===== src/rtl/sdf22_pkg.sv =====
package sdf22_pkg;

  // Butterfly phase: park samples in the feedback line, or combine them.
  typedef enum logic {
    BF_FILL = 1'b0,
    BF_CALC = 1'b1
  } bf_mode_e;

  // Address width for a delay line, never below one bit.
  function automatic int unsigned line_aw(input int unsigned depth);
    return (depth > 1) ? $clog2(depth) : 1;
  endfunction

endpackage


===== src/rtl/sdf_fb_line.sv =====
module sdf_fb_line #(
  parameter int W     = 32,
  parameter int DEPTH = 8
) (
  input  logic         clk,
  input  logic         rst,
  input  logic         en,
  input  logic [W-1:0] wr_data,
  output logic [W-1:0] rd_data
);
  import sdf22_pkg::*;

  localparam int AW = line_aw(DEPTH);

  generate
    if (DEPTH == 1) begin : g_reg
      logic [W-1:0] hold_q;
      always_ff @(posedge clk) begin
        if (rst)     hold_q <= '0;
        else if (en) hold_q <= wr_data;
      end
      assign rd_data = hold_q;
    end else begin : g_ram
      // Circular buffer: the word read at ptr is the one written DEPTH
      // enables earlier, and is overwritten on the same enable.
      logic [W-1:0]  mem [DEPTH];
      logic [AW-1:0] ptr;

      always_ff @(posedge clk) begin
        if (en) mem[ptr] <= wr_data;
      end

      always_ff @(posedge clk) begin
        if (rst)                         ptr <= '0;
        else if (en && ptr == AW'(DEPTH-1)) ptr <= '0;
        else if (en)                     ptr <= ptr + 1'b1;
      end

      assign rd_data = mem[ptr];
    end
  endgenerate

endmodule


===== src/rtl/sdf_bf.sv =====
module sdf_bf #(
  parameter int IW    = 16,
  parameter int DEPTH = 8,
  parameter bit SCALE = 1'b0,
  parameter bit ROT   = 1'b0
) (
  input  logic                                 clk,
  input  logic                                 rst,
  input  logic                                 en,
  input  logic                                 calc,
  input  logic                                 rot,
  input  logic signed [IW-1:0]                 a_re,
  input  logic signed [IW-1:0]                 a_im,
  output logic                                 o_v,
  output logic signed [IW+(SCALE ? 0 : 1)-1:0] o_re,
  output logic signed [IW+(SCALE ? 0 : 1)-1:0] o_im
);
  import sdf22_pkg::*;

  localparam int OW = IW + (SCALE ? 0 : 1);
  localparam int SW = IW + 1;

  bf_mode_e mode;
  assign mode = bf_mode_e'(calc);

  logic [2*OW-1:0]      fb_rd, fb_wr;
  logic signed [OW-1:0] fb_re, fb_im;
  logic signed [IW-1:0] x_re, x_im;
  logic                 flip;

  sdf_fb_line #(.W(2*OW), .DEPTH(DEPTH)) u_line (
    .clk     (clk),
    .rst     (rst),
    .en      (en),
    .wr_data (fb_wr),
    .rd_data (fb_rd)
  );

  assign fb_re = $signed(fb_rd[2*OW-1:OW]);
  assign fb_im = $signed(fb_rd[OW-1:0]);

  // Trivial rotation by -j: swap the parts, then exchange the add and
  // subtract on the imaginary path (re' = im, im' = -re).
  generate
    if (ROT) begin : g_rot
      assign x_re = rot ? a_im : a_re;
      assign x_im = rot ? a_re : a_im;
      assign flip = rot;
    end else begin : g_plain
      logic unused_rot;
      assign unused_rot = rot;
      assign x_re = a_re;
      assign x_im = a_im;
      assign flip = 1'b0;
    end
  endgenerate

  logic signed [SW-1:0] sum_re, sum_im, dif_re, dif_im;

  always_comb begin
    sum_re = SW'(fb_re) + SW'(x_re);
    dif_re = SW'(fb_re) - SW'(x_re);
    if (flip) begin
      sum_im = SW'(fb_im) - SW'(x_im);
      dif_im = SW'(fb_im) + SW'(x_im);
    end else begin
      sum_im = SW'(fb_im) + SW'(x_im);
      dif_im = SW'(fb_im) - SW'(x_im);
    end
  end

  logic signed [OW-1:0] sum_s_re, sum_s_im, dif_s_re, dif_s_im;

  generate
    if (SCALE) begin : g_half
      assign sum_s_re = sum_re[SW-1:1];
      assign sum_s_im = sum_im[SW-1:1];
      assign dif_s_re = dif_re[SW-1:1];
      assign dif_s_im = dif_im[SW-1:1];
    end else begin : g_grow
      assign sum_s_re = sum_re;
      assign sum_s_im = sum_im;
      assign dif_s_re = dif_re;
      assign dif_s_im = dif_im;
    end
  endgenerate

  always_comb begin
    if (mode == BF_CALC) fb_wr = {dif_s_re, dif_s_im};
    else                 fb_wr = {OW'(a_re), OW'(a_im)};
  end

  always_ff @(posedge clk) begin
    if (rst) begin
      o_v  <= 1'b0;
      o_re <= '0;
      o_im <= '0;
    end else begin
      o_v <= en;
      if (en) begin
        if (mode == BF_CALC) begin
          o_re <= sum_s_re;
          o_im <= sum_s_im;
        end else begin
          o_re <= fb_re;
          o_im <= fb_im;
        end
      end
    end
  end

endmodule


===== src/rtl/sdf22_stage.sv =====
module sdf22_stage #(
  parameter int DW    = 16,
  parameter int LEN   = 8,
  parameter bit SCALE = 1'b0
) (
  input  logic                                 clk,
  input  logic                                 rst,
  input  logic                                 in_valid,
  input  logic [1:0]                           in_sel,
  input  logic signed [DW-1:0]                 in_re,
  input  logic signed [DW-1:0]                 in_im,
  output logic                                 out_valid,
  output logic signed [DW+(SCALE ? 0 : 2)-1:0] out_re,
  output logic signed [DW+(SCALE ? 0 : 2)-1:0] out_im
);

  localparam int MW   = DW + (SCALE ? 0 : 1);
  localparam int HALF = LEN / 2;

  logic                 mid_v;
  logic signed [MW-1:0] mid_re, mid_im;
  logic [1:0]           sel_d;
  logic                 rot_en;

  sdf_bf #(.IW(DW), .DEPTH(LEN), .SCALE(SCALE), .ROT(1'b0)) u_bf_a (
    .clk  (clk),
    .rst  (rst),
    .en   (in_valid),
    .calc (in_sel[1]),
    .rot  (1'b0),
    .a_re (in_re),
    .a_im (in_im),
    .o_v  (mid_v),
    .o_re (mid_re),
    .o_im (mid_im)
  );

  // Phase bits travel with the sample into the second butterfly.
  always_ff @(posedge clk) begin
    if (rst)           sel_d <= 2'b00;
    else if (in_valid) sel_d <= in_sel;
  end

  // -j applies to the second quarter of the difference half of the
  // first butterfly's output frame.
  assign rot_en = ~sel_d[1] & sel_d[0];

  sdf_bf #(.IW(MW), .DEPTH(HALF), .SCALE(SCALE), .ROT(1'b1)) u_bf_b (
    .clk  (clk),
    .rst  (rst),
    .en   (mid_v),
    .calc (sel_d[0]),
    .rot  (rot_en),
    .a_re (mid_re),
    .a_im (mid_im),
    .o_v  (out_valid),
    .o_re (out_re),
    .o_im (out_im)
  );

endmodule


===== config.mk =====
export PLATFORM = sky130hd
export DESIGN_NAME = sdf22_stage
export DESIGN_NICKNAME = d
export VERILOG_FILES = /design/src/rtl/sdf22_pkg.sv /design/src/rtl/sdf_fb_line.sv /design/src/rtl/sdf_bf.sv /design/src/rtl/sdf22_stage.sv
export SDC_FILE = /design/constraint.sdc
export NUM_CORES = 1
export LEC_CHECK = 0
export ABC_CLOCK_PERIOD_IN_PS = 4320
export BUFFER_PORTS_ARGS = -buffer_cell sky130_fd_sc_hd__buf_2
export CORE_UTILIZATION = 40
export DETAILED_ROUTE_END_ITERATION = 6
export GPL_TIMING_DRIVEN = 1
export PLACE_DENSITY = 0.6
export SYNTH_ARGS = -nofsm -noshare
export SYNTH_HDL_FRONTEND = slang
export SYNTH_SLANG_ARGS = --single-unit

===== constraint.sdc =====
create_clock -name clk -period 4.32 [get_ports clk]
set_clock_uncertainty 0.1 [all_clocks]
set_input_delay 0.216 -clock clk [delete_from_list [all_inputs] [get_ports clk]]
set_output_delay 0.216 -clock clk [all_outputs]
set_load 0.005 [all_outputs]

* After elaboration in Yosys (flattened, before gate mapping)
Memory sizes are Yosys's and may differ from the RTL's. A register that Yosys moved wholly into a read port is not among the register bits. Index checks and enable logic that the tools add are counted.
Cells by class: eq/ne operators 2, muxes and demuxes 18, shifts and indexed selects 0, bitwise logic cells 2, div/mod/pow operators 0, reductions and logical operators 4, add/subtract/negate cells 10, multipliers 0, magnitude comparators 0
Operators by type and width (count):
- two-way mux 18 bit | 4
- two-way mux 17 bit | 4
- adder 18 x 17 -> 18 bit | 2
- two-way mux 36 bit | 1
- subtractor 18 x 17 -> 18 bit | 2
- adder 17 x 16 -> 17 bit | 2
- two-way mux 34 bit | 1
- subtractor 17 x 16 -> 17 bit | 2
- two-way mux 3 bit | 2
- two-way mux 1 bit | 4
- two-way mux 2 bit | 2
- OR reduction 2 bit | 2
- adder 3 x 1 -> 3 bit, second input constant | 1
- == test 3 bit, second input constant | 1
- adder 2 x 1 -> 2 bit, second input constant | 1
- == test 2 bit, second input constant | 1
- logical AND 1 bit | 2
- bitwise AND 1 bit | 1
- NOT 1 bit | 1
Storage, ports and cells: memory bits (read-only) 0, latch bits 0, register bits 79, bits of input ports 37, output and inout port bits 37, word-level logic and storage cells 47, memories 2, memory bits (writable) 416
Memory list:
- u_bf_a.u_line.g_ram.mem | depth 8, width 34, read ports 1, clocked after memory_dff 1, wr ports 1, line sdf_fb_line.sv:26 | logic [W-1:0] mem [DEPTH];
- u_bf_b.u_line.g_ram.mem | depth 4, width 36, read ports 1, clocked after memory_dff 1, wr ports 1, line sdf_fb_line.sv:26

* Logic depth before layout (Yosys ltp)
Gate-level depths: netlist of the first run.
depth after elaboration 6, depth in mapped cells 17, mapped depth without buffers 16

* Hierarchy
Synthesis of the first run repeated with hierarchy kept, for this count alone.
Second synthesis, totals: cells, all modules 2178, area total of the unflattened synthesis 27318.7 µm²
Modules (own cells, without submodules):
- sdf_fb_line at u_bf_a.u_line | seq. area each 8287.9 µm², area an instance 10610.2 µm², times used 1, cells an instance 425
- sdf_bf at u_bf_b | seq. area each 740.7 µm², area an instance 6133.4 µm², times used 1, cells an instance 841
- sdf_fb_line at u_bf_b.u_line | seq. area each 4404.2 µm², area an instance 5455.2 µm², times used 1, cells an instance 209
- sdf_bf at u_bf_a | seq. area each 700.7 µm², area an instance 5042.3 µm², times used 1, cells an instance 695
- sdf22_stage | seq. area each 40.0 µm², area an instance 77.6 µm², times used 1, cells an instance 8

* Worst setup path after synthesis of the first run
No wires, ideal clock.
kind register to register, start reg (tool-made name), end mem u_bf_b.u_line.g_ram.mem[0][16] (netlist name) (data pin), cell stages (with the launch flop) 15, clock period less this slack 4253 ps, data arrival time 3887 ps, setup time 266 ps, data required time 3954 ps, slack 67 ps, buffers on the path 3, cells stage by stage dfxtp_1 buf_2 buf_1 mux4_2 ha_1 buf_6 or3_4 o21bai_4 a211oi_4 o21ai_2 a31oi_4 a21o_1 o211ai_1 xnor2_1 mux2_2
RTL lines (line):
- to (decl) | sdf_fb_line.sv:26

==> out/metrics.yaml, run 1 <==
global_route:
  grt_start_max_net_pins: 65
  grt_pass1_vias: 17500
  grt_pass1_wl_um: 103000
  grt-ovfl-total: 0
  grt.total_usage_pct: 19.6
  antenna_found_initial: 0
critical_path:
  cp-start-kind: "flip-flop"
  critPathKind: "flip-flop to flip-flop"
  worstPathArrival_ns: 4.52
  crit_fanout: 16
  cp-end-kind: "flip-flop"
  required_ns: 4.74
synthesis:
  syn_nets: 2353
  ys_ff_latch: 500
  syn_inst: 2170
  async_flop_share_pct: 0
  ys.warnings.count: 0
  netlist_area_mm2: 0.0267
  syn_area_per_cell_um2: 12.3
  ys_types: 72
  synth_flop_cell: "edfxtp_1"
  synth_edf_count: 416
  yosysSeqAreaShare_pct: 53.1
route:
  wire_per_inst_um: 20.8
  via_per_inst: 5.52
  dr.first_iter.drc_count: 1324
  antenna_left: 0
  drt_pass1_iterations: 5
  route.detailed.drc: 0
  dr_total_vias: 17500
  wl_um: 66000
clock_network:
  cts-htree-levels: 2
  clk_latency_ns: 0.61
  clockBufferDepth: 3
  cts_root_buffer: "clkbuf_16"
  cts_sinks: 500
  clk_pin_slew_ns: 0.06
  cts_tree: "built"
  cts_buffers: 53
timing:
  fin_crit_sh_pct: 94.9
  slew_headroom_pct: 24.9
  setup_viol: 0
  worstMarginPinSlew_ns: 1.12
  slew_violations: 0
  hold_viol_final: 0
  finalSetupTns_ns: 0
  finalCriticalPeriod_ns: 4.10
  max_freq_ghz: 0.244
floorplan:
  row_count: 94
  die_x_um: 260
  die_h_um: 260
  pin_count: 74
  core_region_area_mm2: 0.0659
  dieArea_mm2: 0.0677
  start_util_pct: 40.5
layout:
  areaGrowthSynthToFinish_pct: 14.1
  nets: 2448
  fin_cells: 3173
  fillers: 5922
  drive_gt1_share_pct: 19.3
  stdcell_area_mm2: 0.0304
  final_util_pct: 46.2
  diodes: 0
power_and_ir_drop:
  power.density_mw_per_mm2: 463
  power.leakage_nw: 11.3
  ir_drop_mv: 0.397
worst_hold_path:
  hp-class: "input pin to flip-flop"
  min_from: "in_re[15]"
placement:
  port_buffers: 73
  hpwl_um: 45400
  place_congestion: 0.876
  placed_area_mm2: 0.0284
  post-place-cells: 3067
run_status:
  status: "completed"
flow_run:
  maxCapViolations: 0
-- layout by cell type (no fill, tap or decap), types with 26 or more instances in the layout --
cell type / n
edfxtp_1: 416
nor2_1: 202
ha_1: 138
a21oi_1: 135
inv_1: 132
nand2_1: 105
mux4_2: 104
buf_4: 79
o21ai_0: 78
xnor2_1: 78
dfxtp_1: 77
buf_2: 71
mux2i_1: 68
clkbuf_16: 54
mux2_2: 49
nor3_1: 40
a211oi_1: 32
nand3_1: 26
-- cell usage after synthesis, drive strengths merged (18+ instances only) --
cell / number / area share, %
mux2i: 70 / 2.6
a211oi: 34 / 1.0
nor2: 209 / 2.9
or3: 20 / 0.49
mux2: 49 / 2.1
inv: 132 / 1.9
ha: 138 / 6.5
nand2b: 24 / 0.56
nand3: 26 / 0.49
nor2b: 20 / 0.47
mux4: 104 / 8.8
clkbuf: 93 / 1.3
nor3: 42 / 0.79
dfxtp: 84 / 6.3
buf: 31 / 0.52
o211ai: 24 / 0.68
nand2: 105 / 1.5
xnor2: 81 / 2.7
o21ai: 91 / 1.7
edfxtp: 416 / 47
a21oi: 138 / 2.6
a21o: 18 / 0.51
-- critical path: stages (launching register included) --
cell      delay, ns
dfxtp_4        0.36
buf_12         0.15
buf_12         0.19
mux4_2         0.52
mux2_2         0.32
ha_1           0.42
nor3_1         0.15
o21ai_0        0.16
and4_1         0.24
o311a_1        0.35
o21ai_1        0.21
a41oi_1        0.21
xnor2_2        0.22
a211o_1        0.31
o211ai_1       0.08
-- cells by family after synthesis --
family,after synthesis,synth area share (%)
compound gates,440,10.7
xor+xnor,97,3.18
fa+ha+maj,146,7.07
buf+inv,257,3.70
flops,500,53.1
mux,223,13.5
simple gates,507,8.77
-- worst paths after layout --
kind / slack [ns] / endpoint / cells past startpoint
max: 0.22 / u_bf_a.o_re[16] / 14
min: 0.05 / u_bf_a.u_line.g_ram.mem[2][33] / 2
max reg2reg: 0.22 / u_bf_a.o_re[16] / 14
min reg2reg: 0.37 / u_bf_b.o_re[10] / 2
-- per-stage QoR --
stage	setup slack (ns)	hold slack (ns)	total power, mW
after floorplan	0.0669	0.263	8.35
after global routing	-0.0160	0.0381	14.7
final	0.220	0.0464	14.1
after detailed placement	-0.0434	0.363	9.34
after CTS	0.0537	0.00122	14.1
after global placement	0.0190	0.355	9.27
-- power by group --
group / internal (mW) / switching, mW
logic: 1.48 / 2.07
clock network: 2.88 / 1.89
registers: 5.63 / 0.133
-- layout make-up --
class                      instances  area, um2  share of cell area [%]
sequential                       500      14200                    46.6
multi-input combinational       1413      11700                    38.4
clock buffer                      71       1440                    4.71
timing repair buffer             164       1160                    3.81
tap                              864       1080                    3.55
inverter                         133        499                    1.64
clock inverter                    28        393                    1.29
-- per-layer routing --
metal	GRT usage, %	share of wire (%)	up-vias	routed length, um
li1	-	-	8274	-
met1	27.5	46	8731	30500
met2	32.5	47	425	31100
met3	2.44	4.8	81	3160
met4	4.47	1.7	0	1150
met5	0	0	-	0
-- flip-flops by register name, summed over array words and instances (netlist names), 2 cells and up, named ones only --
signal	count
u_bf_a.u_line.g_ram.ptr	3
u_bf_b.o_re	18
u_bf_b.u_line.g_ram.mem	144
u_bf_b.u_line.g_ram.ptr	2
sel_d	2
u_bf_a.u_line.g_ram.mem	272
u_bf_b.o_im	18
u_bf_a.o_im	17
u_bf_a.o_re	17
-- what timing repair did --
| action | CTS | global route |
|---|---|---|
| hold buffers | 5 | 0 |
| setup buffers | 2 | 0 |
| endpoints found under the setup margin | 32 | 83 |
| endpoints found under the hold margin | 33 | 0 |
| pin swaps | 0 | 1 |
| gates resized for setup | 3 | 19 |
(Power assumes the default switching activity.)
==> run 2: changes to the inputs <==
--- a/config.mk
+++ b/config.mk
@@ -7,6 +7,7 @@
 export LEC_CHECK = 0
 export ABC_CLOCK_PERIOD_IN_PS = 4320
 export BUFFER_PORTS_ARGS = -buffer_cell sky130_fd_sc_hd__buf_2
+export CORE_MARGIN = 4
 export CORE_UTILIZATION = 40
 export DETAILED_ROUTE_END_ITERATION = 6
 export GPL_TIMING_DRIVEN = 1
==> constraint.sdc (replaced) <==
create_clock -name clk -period 4.32 [get_ports clk]
set_clock_uncertainty 0.1 [all_clocks]
set_input_delay 0 -clock clk [delete_from_list [all_inputs] [get_ports clk]]
set_output_delay 0 -clock clk [all_outputs]
set_load 0.005 [all_outputs]
==> out/metrics.yaml, run 2 (synthesis results as in run 1) <==
critical_path:
  worstPathCellList: "buf_12, buf_12, buf_4, mux4_2, mux2_2, ha_1, and2_1, a31oi_1, a31oi_4, o41ai_4, mux2i_1, o211ai_1"
  cp-start-kind: "flip-flop"
  worst-r2r-setup-slack_ns: 0.15  # -0.07 ns
  cp_slowest_cell: "mux4_2"
  cp-end-kind: "flip-flop"
  crit_top_cell: "buf_12"
  crit_fanout: 12  # -4
  worstPathArrival_ns: 4.32  # -0.20 ns
  critPathKind: "flip-flop to flip-flop"
  critPathMaxStageDelay_ns: 0.49  # -0.03 ns
  required_ns: 4.47  # -0.27 ns
clock_network:
  cts_root_buffer: "clkbuf_16"
  cts_sinks: 500  # unchanged
  cts_buffers: 51  # -3.8%
  cts_tree: "built"
  clk_pin_slew_ns: 0.06  # about the same
  cts-htree-levels: 2  # unchanged
  clockBufferDepth: 3  # unchanged
  clk_latency_ns: 0.60  # about the same
global_route:
  grt_pass1_wl_um: 100000  # -2.1%
  antenna_found_initial: 0  # unchanged
  grt_pass1_vias: 17500  # -0.14%
  grt-ovfl-total: 0  # unchanged
  grt_start_max_net_pins: 85  # +31%
  grt.total_usage_pct: 18.1  # -1.5 points
floorplan:
  die_x_um: 266  # +2.3%
  start_util_pct: 40.4  # -0.072 points
  core_region_area_mm2: 0.0660  # +0.18%
  pin_count: 74  # unchanged
  row_count: 94  # unchanged
  dieArea_mm2: 0.0709  # +4.7%
  die_h_um: 266  # +2.3%
power_and_ir_drop:
  power.density_mw_per_mm2: 458  # -1.1%
  switchingPower_mw: 4.03  # -1.6%
  power.internal_mw: 9.97  # -0.25%
  ir_drop_mv: 0.343  # -14%
  seqPwrFrac_pct: 41.2  # +0.3 points
  clkPwrFrac_pct: 33.5  # -0.3 points
  pwr-share-comb_pct: 25.3  # about the same
  power.leakage_nw: 11.3  # +0.32%
  switching_share_pct: 28.8  # -0.29 points
route:
  wire_per_inst_um: 20.4  # -1.8%
  via_per_inst: 5.50  # -0.37%
  wl_um: 64900  # -1.6%
  antenna_left: 0  # unchanged
  route.detailed.drc: 0  # unchanged
  drt_pass1_iterations: 5  # unchanged
  dr.first_iter.drc_count: 1177  # -11%
  dr_total_vias: 17500  # -0.18%
flow_run:
  maxCapViolations: 0  # unchanged
layout:
  final_cell_mix: "edfxtp_1, nor2_1, a21oi_1, ha_1, inv_1"
  largest_reg_flops: 272  # unchanged
  diodes: 0  # unchanged
  largestRegisters: "u_bf_a.u_line.g_ram.mem: 272 flops, u_bf_b.u_line.g_ram.mem: 144 flops"
  nets: 2458  # +0.41%
  stdcell_area_mm2: 0.0306  # +0.43%
  areaGrowthSynthToFinish_pct: 14.6
  layout_commonest_cell: "edfxtp_1"
  regMostFlops: "u_bf_a.u_line.g_ram.mem"
  drive_gt1_share_pct: 18.7  # -0.57 points
run_status:
  status: "completed"
placement:
  port_buffers: 73  # unchanged
  hpwl_um: 44300  # -2.5%
  place_congestion: 0.870  # -0.66%
  pre_cts_ws_ns: -0.0416  # +0.00177 ns
  placed_area_mm2: 0.0283  # -0.45%
timing:
  slew_violations: 0  # unchanged
  setup_ws_ns: 0.153  # -0.0672 ns
  hold_viol_final: 0  # unchanged
  finalCriticalPeriod_ns: 4.17  # +0.0672 ns
  fin_crit_sh_pct: 96.5  # +1.6 points
  slew_headroom_pct: 29.5  # +4.7 points
  setup_viol: 0  # unchanged
  worstMarginPinSlew_ns: 1.06  # -0.0585 ns
  max_freq_ghz: 0.240  # -1.6%
worst_hold_path:
  hp-class: "input pin to flip-flop"
[run 2: path summary, 6_finish.rpt]
kind,end,from,cells past startpoint
min,u_bf_a.u_line.g_ram.mem[1][19],in_re[2],3
max reg2reg,u_bf_a.u_line.g_ram.mem[3][32],flip-flop,12
max,u_bf_a.u_line.g_ram.mem[3][32],flip-flop,12
min reg2reg,u_bf_b.o_re[10],u_bf_b.o_re[10],2
[run 2: power groups by stage]
stage | clock, mW | combinational [mW] | sequential [mW]
2_1_floorplan | 0 | 2.55 | 5.80
3_3_place_gp | 0 | 3.36 | 5.86
3_5_place_dp | 0 | 3.43 | 5.87
4_1_cts | 4.81 | 3.47 | 5.77
5_1_grt | 5.01 | 3.92 | 5.78
6_report | 4.68 | 3.55 | 5.77
[run 2: per-stage QoR]
stage               setup TNS [ns]  instances  total power, mW  utilization (%)  hold slack [ns]
finish                           0       3179             14.0             46.3           0.0403
global route                -0.127       3179             14.7             46.3           0.0800
CTS                              0       3170             14.0             46.1          0.00169
detailed placement          -0.333       3050             9.29             42.9            0.282
global placement                 0       3050             9.22             42.9            0.287
floorplan                        0       2170             8.35                -           0.0475
[run 2: timing repair]
action / CTS / global route
setup buffers: 0 / 8
pin swaps: 0 / 6
endpoints found under the hold margin: 220 / 8
resized for setup: 2 / 21
hold buffers: 27 / 1
setup endpoints to repair: 16 / 96
[run 2: worst max-delay path: cells and delay by family (launching register included)]
family	cells	cell delay (ns)
AOI/OAI and AO/OA	4	1.17
adders and majority gates	1	0.40
buffers and inverters	3	0.46
DFF	1	0.41
muxes	3	1.04
and+or+nand+nor	1	0.24
[run 2: routing by layer]
metal	track usage [%]	vias to the layer above	share of wire [%]
met5	0	-	0
met4	5.37	0	2.7
met3	2.74	100	5.6
met2	30.1	495	47
met1	24.8	8589	45
li1	-	8296	-
[run 2: cell type report]
class	count	area, um2
Tap cell	864	1080
Timing Repair Buffer	176	1300
Multi-Input combinational cell	1413	11700
Sequential cell	500	14200
Clock inverter	31	434
Clock buffer	62	1370
Fill cell	5876	35400
Inverter	133	499
